===== config.mk =====
export PLATFORM = sky130hd
export DESIGN_NAME = rtc_irq_ctl
export DESIGN_NICKNAME = d
export VERILOG_FILES = /design/src/rtl/rtc_irq_ctl.sv
export SDC_FILE = /design/constraint.sdc
export NUM_CORES = 1
export LEC_CHECK = 0
export BUFFER_PORTS_ARGS = -buffer_cell sky130_fd_sc_hd__buf_2
export CAP_MARGIN = 30
export CORE_UTILIZATION = 30
export DETAILED_ROUTE_END_ITERATION = 16
export PLACE_DENSITY_LB_ADDON = 0.05
export SLEW_MARGIN = 20
export SYNTH_ARGS = -nofsm -noshare
export SYNTH_HDL_FRONTEND = slang
export SYNTH_SLANG_ARGS = --single-unit
export TNS_END_PERCENT = 10

===== constraint.sdc =====
create_clock -name clk -period 1.2 [get_ports clk]
set_input_delay 0.06 -clock clk [delete_from_list [all_inputs] [get_ports clk]]
set_output_delay 0.06 -clock clk [all_outputs]
set_load 0.005 [all_outputs]

===== src/rtl/rtc_irq_ctl.sv =====
module rtc_irq_ctl (
  input  logic       clk,
  input  logic       rst_n,
  input  logic       ev_periodic,
  input  logic       ev_alarm,
  input  logic       ev_update,
  input  logic       reg_sel,
  input  logic       wr_en,
  input  logic       rd_en,
  input  logic [7:0] wdata,
  output logic [7:0] rdata,
  output logic       irq_n
);

  logic [2:0] en_q, en_d, flg_q, flg_d, ev, mode_q;
  logic       irqf_q, irqf_d, ctl_wr, flg_rd;

  assign ev     = {ev_periodic, ev_alarm, ev_update};
  assign ctl_wr = wr_en & ~reg_sel;
  assign flg_rd = rd_en & reg_sel;
  assign en_d   = ctl_wr ? wdata[6:4] : en_q;
  assign flg_d  = (flg_rd ? 3'b000 : flg_q) | ev;
  assign irqf_d = (irqf_q & ~flg_rd) | (|(flg_d & en_d));

  always_ff @(posedge clk or negedge rst_n) begin
    if (!rst_n) begin
      en_q   <= '0;
      mode_q <= '0;
      flg_q  <= '0;
      irqf_q <= 1'b0;
    end else begin
      en_q   <= en_d;
      flg_q  <= flg_d;
      irqf_q <= irqf_d;
      if (ctl_wr) mode_q <= wdata[2:0];
    end
  end

  assign rdata = reg_sel ? {irqf_q, flg_q, 4'h0} : {1'b0, en_q, 1'b0, mode_q};
  assign irq_n = ~irqf_q;

  a_r3_alarm_sets: assert property (@(posedge clk) disable iff (!rst_n)
    ev_alarm |=> rdata[5] || !reg_sel);
  a_r4_irqf_sticky: assert property (@(posedge clk) disable iff (!rst_n)
    (irqf_q && !flg_rd) |=> irqf_q);
  a_r5_irq_cause: assert property (@(posedge clk) disable iff (!rst_n)
    $fell(irq_n) |-> (|(flg_q & en_q)));
  a_r6_read_clears: assert property (@(posedge clk) disable iff (!rst_n)
    (flg_rd && ev == 3'b000) |=> (flg_q == 3'b000 && irq_n));
  a_r7_coincide: assert property (@(posedge clk) disable iff (!rst_n)
    (flg_rd && ev_periodic) |=> flg_q[2]);
  a_r8_low_nibble: assert property (@(posedge clk) disable iff (!rst_n)
    reg_sel |-> rdata[3:0] == 4'h0);

endmodule


==> After elaboration in Yosys (flattened, before gate mapping) <==
Index checks and enable logic that the tools add are counted.
{ "op_classes": {"addsub": 0, "multipliers": 0, "div": 0, "n_lt_le_gt_ge": 0, "n_eq_ne": 0, "n_shift": 0, "mux": 3, "n_bitwise": 9, "n_reduce_logical": 1} }
{ "op_table": {"columns": ["operator", "count"], "rows": [
  ["two-way mux 8 bit", 1],
  ["two-way mux 3 bit", 2],
  ["bitwise AND 1 bit", 3],
  ["bitwise AND 3 bit", 1],
  ["inverter 1 bit", 3],
  ["OR 3 bit", 1],
  ["OR reduction 3 bit", 1],
  ["OR 1 bit", 1]
]} }
{ "totals": {"reg_bits": 10, "latch_bits": 0, "mem_bits_rw": 0, "romBits": 0, "in_bits": 16, "out_inout_bits": 9, "wordCells": 17, "n_memories": 0} }

==> Longest topological paths before layout <==
{ "logic_depth": {"word_depth": 6, "depth_mapped": 6, "depth_no_buf": 4} }

==> Worst setup path after synthesis <==
Ideal clock, no wire load.
{ "synth_timing": {"path_kind": "input-to-reg", "startpoint": "input reg_sel", "endpoint": "register irqf_q", "setup_ns": 0.122, "arrival_ns": 0.913, "required_ns": 1.078, "slack_ns": 0.165, "stages": 6, "path_buffers": 2, "cell_sequence": "buf_6 -> nor2b_4 -> buf_6 -> mux2_4 -> a22oi_2 -> nand2_1"} }
{ "synth_via": {"elab_chain_cells": 6, "word_cells_on_any_way": 11, "cone_classes": "2 x mux; 8 x bitwise; 1 x reduce/logical"} }
{ "synth_rtl": {"columns": ["item", "line_no", "rtl"], "rows": [
  ["start: declaration", "7", "input logic reg_sel,"],
  ["inverter 1 bit", "19", "assign ctl_wr = wr_en & ~reg_sel;"],
  ["bitwise AND 1 bit", "19", null],
  ["two-way mux 3 bit", "21", "assign en_d = ctl_wr ? wdata[6:4] : en_q;"],
  ["via en_d[0]", "15", "logic [2:0] en_q, en_d, flg_q, flg_d, ev, mode_q;"],
  ["bitwise AND 3 bit", "23", "assign irqf_d = (irqf_q & ~flg_rd) | (|(flg_d & en_d));"],
  ["OR reduction 3 bit", "23", null],
  ["OR 1 bit", "23", null],
  ["via irqf_d", "16", "logic irqf_q, irqf_d, ctl_wr, flg_rd;"],
  ["end signal: assignment", "34", "irqf_q <= irqf_d;"],
  ["end: declaration", "16", null]
]} }
The timed path passes the listed nets, and every way through them passes these cells.
A chain may end at the register's enable or synchronous reset.

==> Worst setup path in the final report <==
{ "layout_timing": {"startpoint": "register flg_q[2]", "endpoint": "output rdata[6]"} }
{ "layout_via": {"elab_chain_cells": 1} }
{ "layout_rtl": {"columns": ["item", "line_no", "rtl"], "rows": [
  ["start: declaration", "15", null],
  ["start signal: assignment", "33", "flg_q <= flg_d;"],
  ["two-way mux 8 bit", "39", "assign rdata = reg_sel ? {irqf_q, flg_q, 4'h0} : {1'b0, en_q, 1'b0, mode_q};"],
  ["end: declaration", "11", "output logic [7:0] rdata,"]
]} }
No other way between the ends.

==> impl_metrics.tcl <==
set metrics [dict create \
    outcome "finished clean" \
    via_count 351 \
    synth_top_area_share_pct 50.25 \
    drt_iter0_drc 3 \
    peakVddDrop_mv 0.5976 \
    clock_path_buffers 2 \
    synth.ff_latch_count 10 \
    rsz0062_at_grt "false" \
    critical_path_arrival_ns 1.03 \
    port_buffers 21 \
    yosys-top-cells-area "dfrtp_1 (50%), mux2_2 (14%), mux2_4 (9.0%), and2b_2 (5.3%), a21o_1 (4.5%)" \
    seq_area_um2 250.2 \
    pwr-share-seq_pct 50.0 \
    max_cap_viol_count 0 \
    netlist_area_um2 498.0 \
    crit_fanout 2 \
    p_switching_uw 188.8 \
    yosysTopAreaCell "dfrtp_1" \
    synth_nets 52 \
    critPathMaxStageDelay_ns 0.38 \
    placement_rows 14 \
    startpoint_type "flop" \
    total_leakage_power_nw 0.3309 \
    grt_first_pass_wirelength_um 1683 \
    dieArea_mm2 0.001827 \
    clk_pin_slew_ns 0.06 \
    initial_core_util_pct 32.68 \
    crit_type "reg -> out" \
    skew_ns 0.005253 \
    cts_setup_buffers 0 \
    synth.avg_cell_area_um2 13.83 \
    grt_max_degree 11 \
    top_layer "met4" \
    globalplace.congestion 0.6495 \
    min_path_type "in -> reg" \
    ios 25 \
    multi_input_area_um2 214.0 \
    p_per_area_mw_per_mm2 1217 \
    grt_pass1_vias 379 \
    yosysWarnings 0 \
    final_layout_size_suffix_gt1_share_pct 67.21 \
    setup_tns_ns 0 \
    hold_violations 0 \
    power.internal_uw 603.1 \
    fin_nets 79 \
    end_kind "primary output" \
    path_delay_family "flip-flops" \
    wl_met3_um 67 \
    cts_tree "done" \
    antenna_found_initial 0 \
    post-route-period-util_pct 90.74 \
    slew_violations 0 \
    cp.required_ns 1.14 \
    postSynthCellCount 36 \
    wirelength_um 1030 \
    period_needed_ns 1.089 \
    yosysUniqueCellTypes 14 \
    dp_slack_ns 0.1115 \
    antenna_cells 0 \
    slowest_stage "dfrtp_1" \
    wl_met2_um 537 \
    clk_latency_ns 0.26 \
    placed_cells 72 \
    synth-seq-area-share_pct 50.25 \
    nFillCells 157 \
    p_comb_share_pct 22.6 \
    track_usage_pct 12.83 \
    clockPowerShare_pct 27.5 \
    cts-root-buf "clkbuf_4" \
    swShare_pct 23.84 \
    core_mm2 0.001524 \
    route.antenna.remaining_nets 0 \
    final_cells 77 \
    syn_to_final_growth_pct 30.65 \
    layout_setup_ws_ns 0.1111 \
    clock-sinks 10 \
    die-height_um 42.74 \
    crit_buf_inv 1 \
    setup_viol 0 \
    drc 0 \
    dpl.hpwl_um 762.8 \
    wl_met1_um 420 \
    die_x_um 42.74 \
    cts_buffers 3 \
    viasPerCell 4.558 \
    wire_per_inst_um 13.38 \
    first_pass_iters 3 \
    htreeDepth 1 \
    path_cells "mux2_2 > buf_2" \
    clock.fmax_mhz 918.4 \
    grt_overflow 0 \
]
[final cells by class]
class,instances,share of cell area (%)
flip-flops and latches,10,38.46
well taps,16,3.077
clock buffers,3,3.462
inverters,1,0.5769
multi-input cells,22,32.88
repair buffers,25,21.54
[worst paths after layout]
check | startpoint | end | slack (ns) | cells after the start
setup / recovery | flg_q[2]$_DFF_PN0_ | rdata[6] | 0.11 | 2
hold / removal | ev_update | flg_q[0]$_DFF_PN0_ | 0.03 | 2
setup reg to reg | en_q[0]$_DFF_PN0_ | irqf_q$_DFF_PN0_ | 0.17 | 3
hold reg to reg | mode_q[0]$_DFFE_PN0N_ | mode_q[0]$_DFFE_PN0N_ | 0.50 | 1
max in group asynchronous | rst_n | flg_q[1]$_DFF_PN0_ | 0.79 | 2
min in group asynchronous | rst_n | mode_q[1]$_DFFE_PN0N_ | 0.20 | 2
[synthesized netlist by cell type]
cell type and instances:
conb_1 1, nand2_1 2, nor2b_4 1, inv_1 1
buf_6 2, mux2_4 3, mux2_2 6, a21o_1 3
a22oi_2 1, dfrtp_1 10, a22oi_1 1, and2_2 1
buf_4 1, and2b_2 3
[per-layer routing]
layer	vias up	global-route usage, %
li1	170	-
met1	162	15.20
met2	17	21.21
met3	2	3.830
met4	0	5.625
met5	-	0
[metrics by stage]
step / power (mW) / utilization, % / cell area [um^2] / hold WS (ns)
floorplan: 0.5101 / - / 498.0 / -0.2356
global placement: 0.5691 / 39.90 / 608.1 / -0.07124
detailed placement: 0.5783 / 39.90 / 608.1 / -0.06299
CTS: 0.8109 / 42.69 / 650.6 / 0.01602
global route: 0.8461 / 42.69 / 650.6 / 0.02748
finish: 0.7918 / 42.69 / 650.6 / 0.02550
[flip-flops by register name (all words and copies together), names as in the netlist]
name / flops
en_q: 3
mode_q: 3
irqf_q: 1
flg_q: 3
[power by group through the flow]
stage               clock network (mW)  registers, mW  logic, mW
floorplan                            0          0.396      0.115
global route                     0.245          0.403      0.198
global placement                     0          0.398      0.171
finish                           0.217          0.396      0.179
CTS                              0.233          0.396      0.182
detailed placement                   0          0.402      0.176
[worst register-to-register path, cell delays in order, from the launching register on]
cell     delay, ns
dfrtp_1       0.38
mux2_4        0.28
a22oi_2       0.18
nand2_1       0.06
[cell usage in the layout (no fill, tap or decap)]
cell | Yosys | layout
nand2_1 | 2 | 2
buf_2 | 0 | 21
buf_4 | 1 | 2
clkbuf_4 | 0 | 3
a21o_1 | 3 | 3
conb_1 | 1 | 1
a22oi_1 | 1 | 1
dlygate4sd3_1 | 0 | 2
and2b_2 | 3 | 3
a22oi_2 | 1 | 1
mux2_2 | 6 | 6
nor2b_4 | 1 | 1
dfrtp_1 | 10 | 10
mux2_4 | 3 | 3
and2_2 | 1 | 1
inv_1 | 1 | 1
[cell families (layout without fill, tap and decap cells)]
kind of cell / after synthesis / in the layout / share of synthesized area, %
compound gates: 5 / 5 / 8.543
buf+inv: 4 / 29 / 6.783
flops: 10 / 10 / 50.25
mux: 9 / 9 / 22.61
other cells: 1 / 1 / 0.7530
simple gates: 7 / 7 / 11.06
[repair_timing]
item                       4_1_cts  5_1_grt
hold buffers                     2        0
setup endpoints to repair        0        0
hold endpoints to repair        11        0
resized for setup                0        0
No activity file was read; power rests on OpenSTA's default activity.
